**src/rtl/wake_pkg.sv**
```systemverilog
package wake_pkg;
  localparam int CTRL_BITS = 5;
  localparam int BIT_MODE  = 0;
  localparam int BIT_EN    = 1;
  localparam int BIT_IE    = 2;
  localparam int BIT_STAT  = 3;
  localparam int BIT_ACC   = 4;

  typedef enum logic [1:0] {SCAN_SYNC, SCAN_ADDR, SCAN_DONE} scanPhaseT;

  typedef struct packed {
    logic acceptAll;
    logic flush;
  } ctlStrobeT;
endpackage

```
**src/rtl/wake_scan.sv**
```systemverilog
module wake_scan
  import wake_pkg::*;
#(
  parameter int ADDR_BYTES = 6,
  parameter int HDR_BYTES  = 12,
  parameter int SYNC_LEN   = 6,
  parameter int COPIES     = 16
) (
  input  logic                    clk,
  input  logic                    rstN,
  input  ctlStrobeT               ctl,
  input  logic [8*ADDR_BYTES-1:0] stationAddr,
  input  logic                    rxValid,
  input  logic                    rxSof,
  input  logic                    rxEof,
  input  logic [7:0]              rxData,
  output logic                    frameHit
);
  localparam int ADDR_W = 8 * ADDR_BYTES;
  localparam int AW = $clog2(ADDR_BYTES);
  localparam int HW = $clog2(HDR_BYTES + 1);
  localparam int FW = $clog2(SYNC_LEN + 1);
  localparam int CW = $clog2(COPIES);
  localparam logic [AW-1:0] A_LAST = AW'(ADDR_BYTES - 1);
  localparam logic [FW-1:0] F_LAST = FW'(SYNC_LEN - 1);
  localparam logic [CW-1:0] C_LAST = CW'(COPIES - 1);
  localparam logic [HW-1:0] H_END  = HW'(HDR_BYTES);
  localparam logic [HW-1:0] A_END  = HW'(ADDR_BYTES);

  logic [7:0] addrB [ADDR_BYTES];
  for (genvar g = 0; g < ADDR_BYTES; g++) begin : g_addr
    assign addrB[g] = stationAddr[ADDR_W-1-8*g -: 8];
  end

  scanPhaseT     phase, phaseN;
  logic [HW-1:0] hdrCnt, hdrN, idx;
  logic [FW-1:0] ffCnt, ffN;
  logic [AW-1:0] aIdx, aN;
  logic [CW-1:0] copyCnt, cN;
  logic          destEq, destN, inFrame, inFrameN, take, hitN;

  always_comb begin
    take     = rxValid && (rxSof || inFrame);
    idx      = rxSof ? '0 : hdrCnt;
    phaseN   = rxSof ? SCAN_SYNC : phase;
    ffN      = rxSof ? '0 : ffCnt;
    aN       = rxSof ? '0 : aIdx;
    cN       = rxSof ? '0 : copyCnt;
    destN    = rxSof ? 1'b1 : destEq;
    hdrN     = rxSof ? '0 : hdrCnt;
    inFrameN = inFrame;
    if (take) begin
      inFrameN = !rxEof;
      if (idx < H_END) begin
        hdrN = idx + 1'b1;
        if (idx < A_END && rxData != addrB[idx[AW-1:0]]) destN = 1'b0;
      end else begin
        unique case (phaseN)
          SCAN_SYNC: begin
            if (rxData == 8'hFF) begin
              if (ffN == F_LAST) begin
                phaseN = SCAN_ADDR;
                aN     = '0;
                cN     = '0;
              end else begin
                ffN = ffN + 1'b1;
              end
            end else begin
              ffN = '0;
            end
          end
          SCAN_ADDR: begin
            if (rxData == addrB[aN]) begin
              if (aN == A_LAST) begin
                aN = '0;
                if (cN == C_LAST) phaseN = SCAN_DONE;
                else cN = cN + 1'b1;
              end else begin
                aN = aN + 1'b1;
              end
            end else if (!(rxData == 8'hFF && aN == '0 && cN == '0)) begin
              phaseN = SCAN_SYNC;
              ffN    = (rxData == 8'hFF) ? FW'(1) : '0;
            end
          end
          default: ;
        endcase
      end
    end
    hitN = take && rxEof && phaseN == SCAN_DONE && (destN || ctl.acceptAll);
  end

  always_ff @(posedge clk or negedge rstN) begin
    if (!rstN) begin
      phase <= SCAN_SYNC; hdrCnt <= '0; ffCnt <= '0; aIdx <= '0;
      copyCnt <= '0; destEq <= 1'b0; inFrame <= 1'b0; frameHit <= 1'b0;
    end else if (ctl.flush) begin
      phase <= SCAN_SYNC; hdrCnt <= '0; ffCnt <= '0; aIdx <= '0;
      copyCnt <= '0; destEq <= 1'b0; inFrame <= 1'b0; frameHit <= 1'b0;
    end else begin
      phase <= phaseN; hdrCnt <= hdrN; ffCnt <= ffN; aIdx <= aN;
      copyCnt <= cN; destEq <= destN; inFrame <= inFrameN; frameHit <= hitN;
    end
  end

  AST_HIT_ON_EOF: assert property (@(posedge clk) disable iff (!rstN)
    frameHit |-> $past(rxValid && rxEof));

  AST_DONE_HOLDS: assert property (@(posedge clk) disable iff (!rstN)
    (phase == SCAN_DONE && inFrame && !rxSof && !ctl.flush) |=> phase == SCAN_DONE);
endmodule

```
**src/rtl/wake_ctrl.sv**
```systemverilog
module wake_ctrl
  import wake_pkg::*;
#(
  parameter int IDX_W    = 4,
  parameter int CTRL_IDX = 0
) (
  input  logic                 clk,
  input  logic                 rstN,
  input  logic                 softReset,
  input  logic                 stopReq,
  input  logic                 powerGood,
  input  logic                 extAccept,
  input  logic                 globalIntEn,
  input  logic                 regWe,
  input  logic [IDX_W-1:0]     regIdx,
  input  logic [CTRL_BITS-1:0] regWdata,
  output logic [CTRL_BITS-1:0] regRdata,
  input  logic                 frameHit,
  output ctlStrobeT            ctl,
  output logic                 irqOut
);
  localparam logic [IDX_W-1:0] SEL = IDX_W'(CTRL_IDX);

  logic modeBit, enBit, ieBit, statBit, accBit, wSel, armed;

  assign wSel  = regWe && regIdx == SEL;
  assign armed = modeBit && (powerGood || enBit);

  always_ff @(posedge clk or negedge rstN) begin
    if (!rstN) begin
      modeBit <= 1'b0; enBit <= 1'b0; ieBit <= 1'b0; accBit <= 1'b0;
    end else if (softReset) begin
      modeBit <= 1'b0; enBit <= 1'b0; ieBit <= 1'b0; accBit <= 1'b0;
    end else if (wSel) begin
      modeBit <= regWdata[BIT_MODE];
      enBit   <= regWdata[BIT_EN];
      ieBit   <= regWdata[BIT_IE];
      accBit  <= regWdata[BIT_ACC];
    end
  end

  always_ff @(posedge clk or negedge rstN) begin
    if (!rstN)                          statBit <= 1'b0;
    else if (softReset || stopReq)      statBit <= 1'b0;
    else if (frameHit && armed)         statBit <= 1'b1;
    else if (wSel && regWdata[BIT_STAT]) statBit <= 1'b0;
  end

  always_comb begin
    regRdata = '0;
    if (regIdx == SEL) begin
      regRdata[BIT_MODE] = modeBit;
      regRdata[BIT_EN]   = enBit;
      regRdata[BIT_IE]   = ieBit;
      regRdata[BIT_STAT] = statBit;
      regRdata[BIT_ACC]  = accBit;
    end
  end

  assign ctl.acceptAll = accBit || extAccept;
  assign ctl.flush     = softReset;
  assign irqOut        = statBit && ieBit && globalIntEn;

  AST_ROSE_NEEDS_ARMED_HIT: assert property (@(posedge clk) disable iff (!rstN)
    $rose(statBit) |-> $past(frameHit && armed));

  AST_HIT_SETS_STATUS: assert property (@(posedge clk) disable iff (!rstN)
    (frameHit && armed && !softReset && !stopReq) |=> statBit);

  AST_ZERO_WRITE_KEEPS: assert property (@(posedge clk) disable iff (!rstN)
    (statBit && wSel && !regWdata[BIT_STAT] && !softReset && !stopReq) |=> statBit);

  AST_STOP_KEEPS_CFG: assert property (@(posedge clk) disable iff (!rstN)
    (stopReq && !softReset && !wSel) |=> ($stable({modeBit, enBit, ieBit, accBit}) && !statBit));

  AST_SOFT_CLEARS: assert property (@(posedge clk) disable iff (!rstN)
    softReset |=> !(modeBit || enBit || ieBit || accBit || statBit || irqOut));
endmodule

```
**src/rtl/wake_frame_detector.sv**
```systemverilog
module wake_frame_detector
  import wake_pkg::*;
#(
  parameter int ADDR_BYTES = 6,
  parameter int HDR_BYTES  = 12,
  parameter int SYNC_LEN   = 6,
  parameter int COPIES     = 16,
  parameter int IDX_W      = 4,
  parameter int CTRL_IDX   = 0
) (
  input  logic                    clk,
  input  logic                    rstN,
  input  logic                    softReset,
  input  logic                    stopReq,
  input  logic                    powerGood,
  input  logic                    extAccept,
  input  logic                    globalIntEn,
  input  logic [8*ADDR_BYTES-1:0] stationAddr,
  input  logic                    rxValid,
  input  logic                    rxSof,
  input  logic                    rxEof,
  input  logic [7:0]              rxData,
  input  logic                    regWe,
  input  logic [IDX_W-1:0]        regIdx,
  input  logic [CTRL_BITS-1:0]    regWdata,
  output logic [CTRL_BITS-1:0]    regRdata,
  output logic                    irqOut
);
  ctlStrobeT ctl;
  logic      frameHit;

  wake_ctrl #(.IDX_W(IDX_W), .CTRL_IDX(CTRL_IDX)) u_ctrl (
    .clk(clk), .rstN(rstN), .softReset(softReset), .stopReq(stopReq),
    .powerGood(powerGood), .extAccept(extAccept), .globalIntEn(globalIntEn),
    .regWe(regWe), .regIdx(regIdx), .regWdata(regWdata), .regRdata(regRdata),
    .frameHit(frameHit), .ctl(ctl), .irqOut(irqOut)
  );

  wake_scan #(.ADDR_BYTES(ADDR_BYTES), .HDR_BYTES(HDR_BYTES),
              .SYNC_LEN(SYNC_LEN), .COPIES(COPIES)) u_scan (
    .clk(clk), .rstN(rstN), .ctl(ctl), .stationAddr(stationAddr),
    .rxValid(rxValid), .rxSof(rxSof), .rxEof(rxEof), .rxData(rxData),
    .frameHit(frameHit)
  );
endmodule

```
**config.mk**
```make
export PLATFORM = sky130hd
export DESIGN_NAME = wake_frame_detector
export DESIGN_NICKNAME = d
export VERILOG_FILES = /design/src/rtl/wake_pkg.sv /design/src/rtl/wake_scan.sv /design/src/rtl/wake_ctrl.sv /design/src/rtl/wake_frame_detector.sv
export SDC_FILE = /design/constraint.sdc
export NUM_CORES = 1
export LEC_CHECK = 0
export BUFFER_PORTS_ARGS = -buffer_cell sky130_fd_sc_hd__buf_2
export CORE_MARGIN = 2
export CORE_UTILIZATION = 45
export DETAILED_ROUTE_END_ITERATION = 12
export PLACE_DENSITY = 0.7
export REMOVE_ABC_BUFFERS = 1
export SLEW_MARGIN = 25
export SYNTH_ARGS = -nofsm -noshare
export SYNTH_HDL_FRONTEND = slang
export SYNTH_SLANG_ARGS = --single-unit
```
**constraint.sdc**
```tcl
create_clock -name clk -period 2.95 [get_ports clk]
set_input_delay 0.295 -clock clk [delete_from_list [all_inputs] [get_ports clk]]
set_output_delay 0.295 -clock clk [all_outputs]
set_load 0.005 [all_outputs]
```
After elaboration in Yosys (flattened, before gate mapping)
Cells that the tools add are included.
{"block": "word_totals", "register_bits": 24, "inputBits": 76, "word_cells": 127}
{"block": "classes", "reduce_logical": 26, "n_lt_le_gt_ge": 4, "mux": 70, "bitwise_logic": 2, "n_eq_ne": 8, "add_sub_neg": 4}
{"operator": "2-to-1 mux 4 bit", "n": 13}
{"operator": "binary-select mux 8 bit (select 3 bit)", "n": 2}
{"operator": "2-to-1 mux 3 bit", "n": 16}
{"operator": "2-to-1 mux 8 bit", "n": 4}
{"operator": "2-to-1 mux 1 bit", "n": 20}
{"operator": "2-to-1 mux 2 bit", "n": 10}
{"operator": "logical AND 1 bit", "n": 13}
{"operator": "case mux 3 bit (2 select lines)", "n": 2}
{"operator": "adder 4 x 1 -> 4 bit (second input constant)", "n": 2}
{"operator": "equality test 8 bit", "n": 1}
{"operator": "equality test 8 bit (second input constant)", "n": 1}
{"operator": ">= comparator 4 bit (second input constant)", "n": 2}
{"operator": "zero test 4 bit", "n": 2}
{"operator": "inequality test 8 bit", "n": 1}
{"operator": "inverter 3 -> 4 bit", "n": 2}
{"operator": "case mux 4 bit (2 select lines)", "n": 1}
{"operator": "adder 3 x 1 -> 3 bit (second input constant)", "n": 2}
{"operator": "equality test 3 bit (second input constant)", "n": 2}
{"operator": "logical OR 1 bit", "n": 5}
{"operator": "2-to-1 mux 5 bit", "n": 1}
{"operator": "equality test 4 bit (second input constant)", "n": 1}
{"operator": "less-than comparator 4 x 3 -> 1 bit (second input constant)", "n": 1}
{"operator": "less-than comparator 4 bit (second input constant)", "n": 1}
{"operator": "case mux 2 bit (2 select lines)", "n": 1}
{"operator": "7 further kinds", "n": 8}

Longest topological paths before layout
Gate-level depths: netlist of the first run.
{"block": "depth", "word_depth": 14, "depth_mapped": 13, "mapped_depth_nobuf": 11}

By module
A second synthesis of the first run with hierarchy kept.
{"block": "unflattened", "hier_cells": 418, "area_unflattened_um2": 3126.7}
{"module": "wake_scan", "cells_each": 386, "n_inst": 1, "area_per_inst_um2": 2803.9, "seq_area_each_um2": 475.5}
{"module": "wake_ctrl", "cells_each": 32, "n_inst": 1, "area_per_inst_um2": 322.8, "seq_area_each_um2": 125.1}

Worst setup path before layout of the first run
No wires, ideal clock.
{"block": "synth_timing", "path_type": "register to register", "start": "register u_scan.aIdx[1]", "end": "register u_scan.copyCnt[1]", "n_path_buf": 1, "path_stages_with_launch": 10, "synth_period_minus_slack_ns": 2.435, "slack_ns": 0.515, "arrival_ns": 2.331, "t_required_ns": 2.846, "path_cell_list": "dfrtp_1 > buf_6 > or3b_4 > o21ai_1 > o31a_2 > nand4_2 > nor4_4 > nand4_2 > or4_1 > o311ai_1"}
{"block": "synth_between", "elab_chain_cells": 11, "word_cells_on_any_way": 13, "cone_classes": "2 x eq/ne; 10 x mux; 1 x bitwise"}
{"item": "from (decl)", "line_no": "wake_scan.sv:38", "source": "logic [AW-1:0] aIdx, aN;"}
{"item": "from (signal assigned)", "line_no": "wake_scan.sv:101", "source": "phase <= phaseN; hdrCnt <= hdrN; ffCnt <= ffN; aIdx <= aN;"}
{"item": "2-to-1 mux 3 bit (*)", "line_no": "wake_scan.sv:47", "source": "aN = rxSof ? '0 : aIdx;"}
{"item": "inverter 3 -> 4 bit (implied by the code)", "line_no": "wake_scan.sv:73", "source": "if (rxData == addrB[aN]) begin"}
{"item": "binary-select mux 8 bit (select 3 bit)", "line_no": "wake_scan.sv:73"}
{"item": "2-to-1 mux 8 bit (implied by the code) (2 in a row)", "line_no": "wake_scan.sv:73"}
{"item": "equality test 8 bit", "line_no": "wake_scan.sv:73"}
{"item": "2-to-1 mux 4 bit (*)", "line_no": "wake_scan.sv:73"}
{"item": "case mux 4 bit (2 select lines) (*)", "line_no": "wake_scan.sv:58", "source": "unique case (phaseN)"}
{"item": "2-to-1 mux 4 bit (*)", "line_no": "wake_scan.sv:54", "source": "if (idx < H_END) begin"}
{"item": "2-to-1 mux 4 bit (*)", "line_no": "wake_scan.sv:52", "source": "if (take) begin"}
{"item": "2-to-1 mux 4 bit (*)", "line_no": "wake_scan.sv:97", "source": "end else if (ctl.flush) begin"}
{"item": "to (signal assigned)", "line_no": "wake_scan.sv:102", "source": "copyCnt <= cN; destEq <= destN; inFrame <= inFrameN; frameHit <= hitN;"}
{"item": "to (decl)", "line_no": "wake_scan.sv:39", "source": "logic [CW-1:0] copyCnt, cN;"}
Mark *: on every way between the ends. The rest lies on a longest branch, timed or not. The select of a mux whose other input is x is not followed.
A chain may end at the register's enable or synchronous reset.

Worst setup path after layout of the first run
{"block": "layout_timing", "start": "register u_scan.aIdx[1]", "end": "register u_scan.frameHit"}
{"block": "layout_between", "elab_chain_cells": 14, "word_cells_on_any_way": 20, "cone_classes": "3 x eq/ne; 11 x mux; 1 x bitwise; 5 x reduce/logical"}
{"item": "2-to-1 mux 3 bit (*)", "line_no": "wake_scan.sv:47"}
{"item": "inverter 3 -> 4 bit (implied by the code)", "line_no": "wake_scan.sv:73"}
{"item": "binary-select mux 8 bit (select 3 bit)", "line_no": "wake_scan.sv:73"}
{"item": "2-to-1 mux 8 bit (implied by the code) (2 in a row)", "line_no": "wake_scan.sv:73"}
{"item": "equality test 8 bit", "line_no": "wake_scan.sv:73"}
{"item": "2-to-1 mux 2 bit (*)", "line_no": "wake_scan.sv:73"}
{"item": "case mux 2 bit (2 select lines) (*)", "line_no": "wake_scan.sv:58"}
{"item": "2-to-1 mux 2 bit (*)", "line_no": "wake_scan.sv:54"}
{"item": "2-to-1 mux 2 bit (*)", "line_no": "wake_scan.sv:52"}
{"item": "equality test 2 bit (*)", "line_no": "wake_scan.sv:90", "source": "hitN = take && rxEof && phaseN == SCAN_DONE && (destN || ctl.acceptAll);"}
{"item": "logical AND 1 bit (*) (2 in a row)", "line_no": "wake_scan.sv:90"}
{"item": "2-to-1 mux 1 bit (*)", "line_no": "wake_scan.sv:97"}
{"item": "to (signal assigned)", "line_no": "wake_scan.sv:102"}
{"item": "to (decl)", "line_no": "wake_scan.sv:17", "source": "output logic frameHit"}
Marks and branches as above.

==> reports/results.ini, run 1 <==
[clock_tree]
cts-root-buf=clkbuf_8
cts_num_sinks=24
cts_max_level=1
postCtsHoldBufs=0
clk_pin_slew_worst_paths_ns=0.09
clkLatencyLatePin_ns=0.27
tritoncts_clock_tree=built
numCtsBuffers=3
cts_buffer_depth=2

[floorplanning]
die_x_um=86.3
placement_rows=29
fp.dieArea_um2=7440
core_area_um2=6460
start_util=0.471
floorplan.io_pins=82
die_height_um=86.3

[drt]
drc_errors=0
viasPerCell=6.34
detail_route.wl_per_cell_um=17.4
drt_first_pass_iters=5
starting_drt_drc_count=150
ant_nets=0
num_vias=3390
detail_route.wirelength_um=9320

[placement]
numPlacedInstances=529
port_buffers=81
dpl.hpwl_um=7390
globalplace.congestion=0.891
place_worst_setup_slack_ns=0.155

[timing]
timing_worst_slew_pin_value_ns=0.550
fin_crit_sh=0.932
final_critical_path_setup_slack_ns=0.200
finalSetupViolCount=0
period_needed_ns=2.75
finalMaxSlewViolations=0
hold_slack_ns=-0.00241
slew_headroom=0.631
timing.clock.skew_ns=0.00263
hold_viol=13
grt_setup_unrepaired=false
highest_achievable_clock_rate_mhz=364

[flow_run]
cap_violations=0

[logic_synthesis]
post_synth_main_area_contributors=dfrtp_1 (20%), mux2i_1 (8.5%), a211oi_1 (4.9%)
number_of_flops_mapped_to_enable_cells_by_yosys=0
synth-xor-area-share=0.0345
postSynthAreaPerCell_um2=8.10
synth_compound_gate_area_share=0.281
fraction_of_registers_with_async_set_or_reset_after_synthesis=1.00
mappedNetlistArea_um2=3040
post-synth-top-area-fraction=0.197
post_synth_and_or_nand_nor_area_fraction=0.280
ys_warn_count=0
synth_ff_type=dfrtp_1
sequential_cell_area_fraction_in_the_yosys_report=0.197
muxShareOfSynthArea=0.119
synth.distinct_cells=75
synthesis.instances=376
dominant_combinational_cell_family_by_area_after_synthesis=compound AO/OA/AOI/OAI gates
yosys_register_bits=24
post_synthesis_share_of_cell_area_spent_on_full_adders_half_adders_and_majority_gates=0.0206
synth_top_area_cell=dfrtp_1

[pwr]
peakVddDrop_v=0.000254
power.density_cell_area_nw_per_um2=239
leakage_dissipation_nw=1.57

[global_route]
global_route.overflow_total=0
via_count_of_the_first_global_routing_pass=3278
grt_first_pass_wirelength_um=15400
grt_max_degree=25
grt.total_usage=0.252
grt_antenna_before_repair=0

[final_layout]
drive_above_1_share=0.301
insertedDiodeCount=0
area_delta_synth_final_pct=19.6
nFillCells=628
layout_nets=540
most_common_cell_after_layout_fill_and_taps_aside=buf_2
final_cells=535
layout.cells.most_common_list=buf_2 (81), nor2_1 (29), mux2i_1 (26)

[worst_setup_path]
cp_slowest_stage_delay_ns=0.43
worst_setup_path_start_kind=flop
crit_chain=buf_4 -> or3b_4 -> o21ai_1 -> o31a_2 -> nand4_2 -> nor4_4 -> and2_4 -> a32oi_2 -> a2111oi_2
crit_required_ns=3.12
crit_fanout=11
timing.critical_path.arrival_ns=2.92
critPathCaptureType=flop
crit_slowest_cell=nor4_4
timing.setup.critical_path_class=reg -> reg

[status]
failed_checks=negative hold slack
run_status=finished, violations left

[hold_path]
worst_hold_path_type=in -> async

cell usage after synthesis, types with 3 or more instances:
cell	count
buf_2	7
nor2b_1	10
a21oi_1	19
nand2_1	24
ha_1	5
buf_4	4
o31ai_1	3
o21ai_1	4
nor3b_1	9
o211a_1	3
mux2i_1	26
nand3b_1	3
nor2_1	29
o221ai_1	5
and3b_1	5
nand3_1	15
a211oi_1	20
nor3_1	11
o22ai_1	4
xor2_1	5
and3_1	6
xnor2_1	7
nand2b_1	6
nor4_1	6
o211ai_1	3
dfrtp_1	24
o21ai_0	16
inv_1	12
nand4_1	5
mux2_2	9
and2_1	6
clkbuf_1	7
layout make-up:
type	instances	area, um2	share of cell area
multi-input cells	314	2240	0.615
clock inverters	1	30.0	0.00825
repair buffers	102	579	0.159
clock buffers	3	41.3	0.0113
flip-flops and latches	24	601	0.165
well taps	77	96.3	0.0265
inverters	14	55.1	0.0151
registers in the layout, indices dropped and copies added (netlist names):
register	count
u_ctrl.statBit	1
u_ctrl.accBit	1
u_scan.phase	2
u_scan.ffCnt	3
u_scan.aIdx	3
u_scan.hdrCnt	4
u_scan.frameHit	1
u_ctrl.enBit	1
u_scan.inFrame	1
u_scan.destEq	1
u_ctrl.modeBit	1
u_ctrl.ieBit	1
u_scan.copyCnt	4
metal layers:
metal / GRT usage / wire length (um) / part of all wire
met5: 0 / 0 / 0
met2: 0.443 / 4570 / 0.49
met1: 0.320 / 3900 / 0.42
met3: 0.0267 / 584 / 0.063
met4: 0.0923 / 270 / 0.029
per-stage QoR:
step           hold slack [ns]   util  setup TNS (ns)  total power [W]  cell area (um2)
2_1_floorplan        -0.000591      -          -0.190         0.000454             2890
3_3_place_gp             0.305  0.550               0         0.000575             3550
3_5_place_dp             0.308  0.550               0         0.000577             3550
4_1_cts                 0.0102  0.561               0         0.000874             3620
5_1_grt                 0.0289  0.564               0         0.000910             3640
6_report              -0.00241  0.564               0         0.000868             3640
timing repair:
| action | CTS | global route |
|---|---|---|
| setup endpoints to repair | 0 | 2 |
| setup buffers | 0 | 2 |
| resized for setup | 0 | 2 |
| endpoints found under the hold margin | 0 | 0 |
report_power, final:
| group | internal (W) | switching [W] |
|---|---|---|
| clock | 0.000182 | 0.000112 |
| sequential | 0.000332 | 0.00000240 |
| combinational | 0.000109 | 0.000131 |
| total | 0.000622 | 0.000246 |
path summary, 6_finish.rpt:
check,startpoint,to,slack (ns),depth (start not counted)
max reg2reg,u_scan.aIdx[1],u_scan.frameHit,0.20,9
min in group clk,stopReq,u_ctrl.statBit,0.17,2
min reg2reg,u_ctrl.statBit,u_ctrl.statBit,0.54,2
max,u_scan.aIdx[1],u_scan.frameHit,0.20,9
max in group asynchronous,rstN,u_scan.phase[0],2.59,1
min,rstN,u_scan.ffCnt[2],-0.002,1
logic make-up after synthesis:
kind of cell	count (synthesis)
flip-flops	24
buffers and inverters	38
AND/OR/NAND/NOR	149
AO/OA/AOI/OAI	113
XOR/XNOR	12
multiplexers	35
adder cells (fa/ha/maj)	5
worst max-delay path, delay by kind of cell (launching register included):
| kind | cells | cell delay [ns] |
|---|---|---|
| AOI/OAI and AO/OA | 4 | 0.84 |
| DFF | 1 | 0.40 |
| buffers and inverters | 1 | 0.18 |
| and+or+nand+nor | 4 | 1.23 |
No activity file was read; power rests on OpenSTA's default activity.
==> run 2: changes to the inputs <==
--- a/config.mk
+++ b/config.mk
@@ -6,6 +6,7 @@
 export NUM_CORES = 1
 export LEC_CHECK = 0
 export BUFFER_PORTS_ARGS = -buffer_cell sky130_fd_sc_hd__buf_2
+export CORE_ASPECT_RATIO = 1.5
 export CORE_MARGIN = 2
 export CORE_UTILIZATION = 45
 export DETAILED_ROUTE_END_ITERATION = 12
==> run 2 against run 1 <==
The run still ends with negative hold slack left. Clock power hardly changed. Sequential share of layout area hardly changed. Global-route usage is 0.49 points higher. Sequential power hardly changed. Via count is 0.38% lower. Count of clock-buffer cells in the layout stayed put. Highest routed layer unchanged. Total power is 0.76% higher. Clock skew hardly changed. Cell area is 0.28% higher. Fmax is 0.41% higher. Worst setup slack better by 0.011 ns. Largest power group unchanged. Core utilization is 0.47 points lower.
==> reports/results.ini, run 2 (synthesized netlist as in run 1, its figures left out) <==
[status]
run_status=finished, violations left
failed_checks=negative hold slack

[final_layout]
layout_nets=537  ; -0.56%
regArea_um2=601  ; unchanged
area_delta_synth_final_pct=19.9
layout_top_registers=u_scan.copyCnt: 4 flops, u_scan.hdrCnt: 4 flops
multi_input_area_um2=2240  ; unchanged
insertedDiodeCount=0  ; unchanged
nFillCells=631  ; +0.48%
layout.cells.most_common_list=buf_2 (81), nor2_1 (29), mux2i_1 (26)
most_common_cell_after_layout_fill_and_taps_aside=buf_2
final_core_utilization=0.559  ; -0.00473
drive_above_1_share=0.297  ; -0.00461

[global_route]
global_route.overflow_total=0  ; unchanged
grt_max_degree=29  ; +16%
grt_antenna_before_repair=0  ; unchanged
via_count_of_the_first_global_routing_pass=3284  ; +0.18%
grt.total_usage=0.257  ; +0.00487
grt_first_pass_wirelength_um=15500  ; +1.2%

[clock_tree]
cts_setup_buffers=0  ; unchanged
cts_num_sinks=24  ; unchanged
cts_repair_resize_count=0  ; unchanged
tritoncts_clock_tree=built
postCtsHoldBufs=0  ; unchanged
clk_pin_slew_worst_paths_ns=0.09  ; about the same
cts_max_level=1  ; unchanged
numCtsBuffers=3  ; unchanged
cts-root-buf=clkbuf_8
cts_buffer_depth=2  ; unchanged
clkLatencyLatePin_ns=0.27  ; about the same

[hold_path]
worst_hold_path_type=in -> async

[floorplanning]
placement_rows=36  ; +24%
core_area_um2=6530  ; +1.1%
start_util=0.466  ; -0.00524
floorplan.io_pins=82  ; unchanged
fp.dieArea_um2=7450  ; +0.18%
die_height_um=105  ; +21%
die_x_um=71.2  ; -18%

[placement]
dpl.hpwl_um=7840  ; +6.1%
port_buffers=81  ; unchanged
globalplace.congestion=0.967  ; +8.5%

[pwr]
power.density_cell_area_nw_per_um2=240  ; +0.48%
leakage_dissipation_nw=1.56  ; -0.60%
post-layout-total-power_w=0.000875  ; +0.76%
peakVddDrop_v=0.000326  ; +28%

[drt]
starting_drt_drc_count=170  ; +13%
detail_route.wl_per_cell_um=18.4  ; +5.7%
drc_errors=0  ; unchanged
ant_nets=0  ; unchanged
num_vias=3377  ; -0.38%
drt_first_pass_iters=5  ; unchanged
viasPerCell=6.36  ; +0.37%
detail_route.wirelength_um=9780  ; +5.0%

[worst_setup_path]
worst_r2r_startpoint=u_scan.aIdx[1]
reg2reg_slack_ns=0.21  ; about the same
crit_required_ns=3.12  ; about the same
worst_setup_path_start_kind=flop
timing.critical_path.arrival_ns=2.91  ; about the same
critPathCaptureType=flop
r2r_cells=9  ; unchanged
timing.setup.critical_path_class=reg -> reg
crit_fanout=28  ; +17
worstReg2RegEnd=u_scan.frameHit

[timing]
period_needed_ns=2.74  ; -0.0113 ns
finalMaxSlewViolations=0  ; unchanged
finalSetupViolCount=0  ; unchanged
hold_viol=4  ; -9
grt_setup_unrepaired=false
timing_worst_slew_pin_value_ns=0.546  ; -0.00412 ns
timing.clock.skew_ns=0.00275  ; +0.000128 ns
slew_headroom=0.636  ; +0.00521
highest_achievable_clock_rate_mhz=365  ; +0.41%
fin_crit_sh=0.928  ; -0.00382
hold_slack_ns=-0.00276  ; -0.000352 ns

[flow_run]
cap_violations=0  ; unchanged

run 2: metal layers:
layer | global-route usage | vias to the layer above | routed length [um]
li1 | - | 1602 | -
met1 | 0.293 | 1624 | 3820
met2 | 0.466 | 114 | 5080
met3 | 0.0222 | 37 | 446
met4 | 0.127 | 0 | 441
met5 | 0 | - | 0
run 2: how the worst max path moves through the flow:
stage                   start              end  cells past startpoint
2_1_floorplan  u_scan.aIdx[0]  u_scan.frameHit                      7
3_5_place_dp   u_scan.aIdx[1]  u_scan.frameHit                      9
4_1_cts        u_scan.aIdx[1]  u_scan.frameHit                      9
3_3_place_gp   u_scan.aIdx[1]  u_scan.frameHit                      9
6_report       u_scan.aIdx[1]  u_scan.frameHit                      9
5_1_grt        u_scan.aIdx[1]  u_scan.frameHit                      9
run 2: critical path: stages, from the launching register on:
cell,delay (ns)
dfrtp_1,0.41
buf_12,0.17
or3b_4,0.41
o21ai_1,0.18
o32a_2,0.17
nand4_2,0.13
nor4_4,0.41
and2_4,0.28
a32oi_2,0.13
a2111oi_2,0.33
run 2: final cells by class:
| class | instances | share of cell area |
|---|---|---|
| clock buffers | 3 | 0.0113 |
| clock inverters | 1 | 0.00823 |
| inverters | 14 | 0.0151 |
| multi-input cells | 314 | 0.613 |
| flip-flops and latches | 24 | 0.165 |
| well taps | 76 | 0.0261 |
| repair buffers | 99 | 0.162 |
run 2: report_power, final:
| group | total [W] | switching (W) | internal [W] |
|---|---|---|---|
| Clock | 0.000293 | 0.000112 | 0.000182 |
| Sequential | 0.000336 | 0.00000350 | 0.000332 |
| Combinational | 0.000246 | 0.000135 | 0.000111 |
run 2: through the flow:
step           setup WS (ns)  hold WS, ns  cell area, um2  cells  TNS (ns)
2_1_floorplan         -0.102    -0.000591            2890    352    -0.190
3_3_place_gp           0.281        0.313            3580    527         0
3_5_place_dp           0.231        0.316            3580    527         0
4_1_cts                0.210       0.0166            3650    531         0
5_1_grt               0.0348       0.0382            3650    531         0
6_report               0.211     -0.00276            3650    531         0
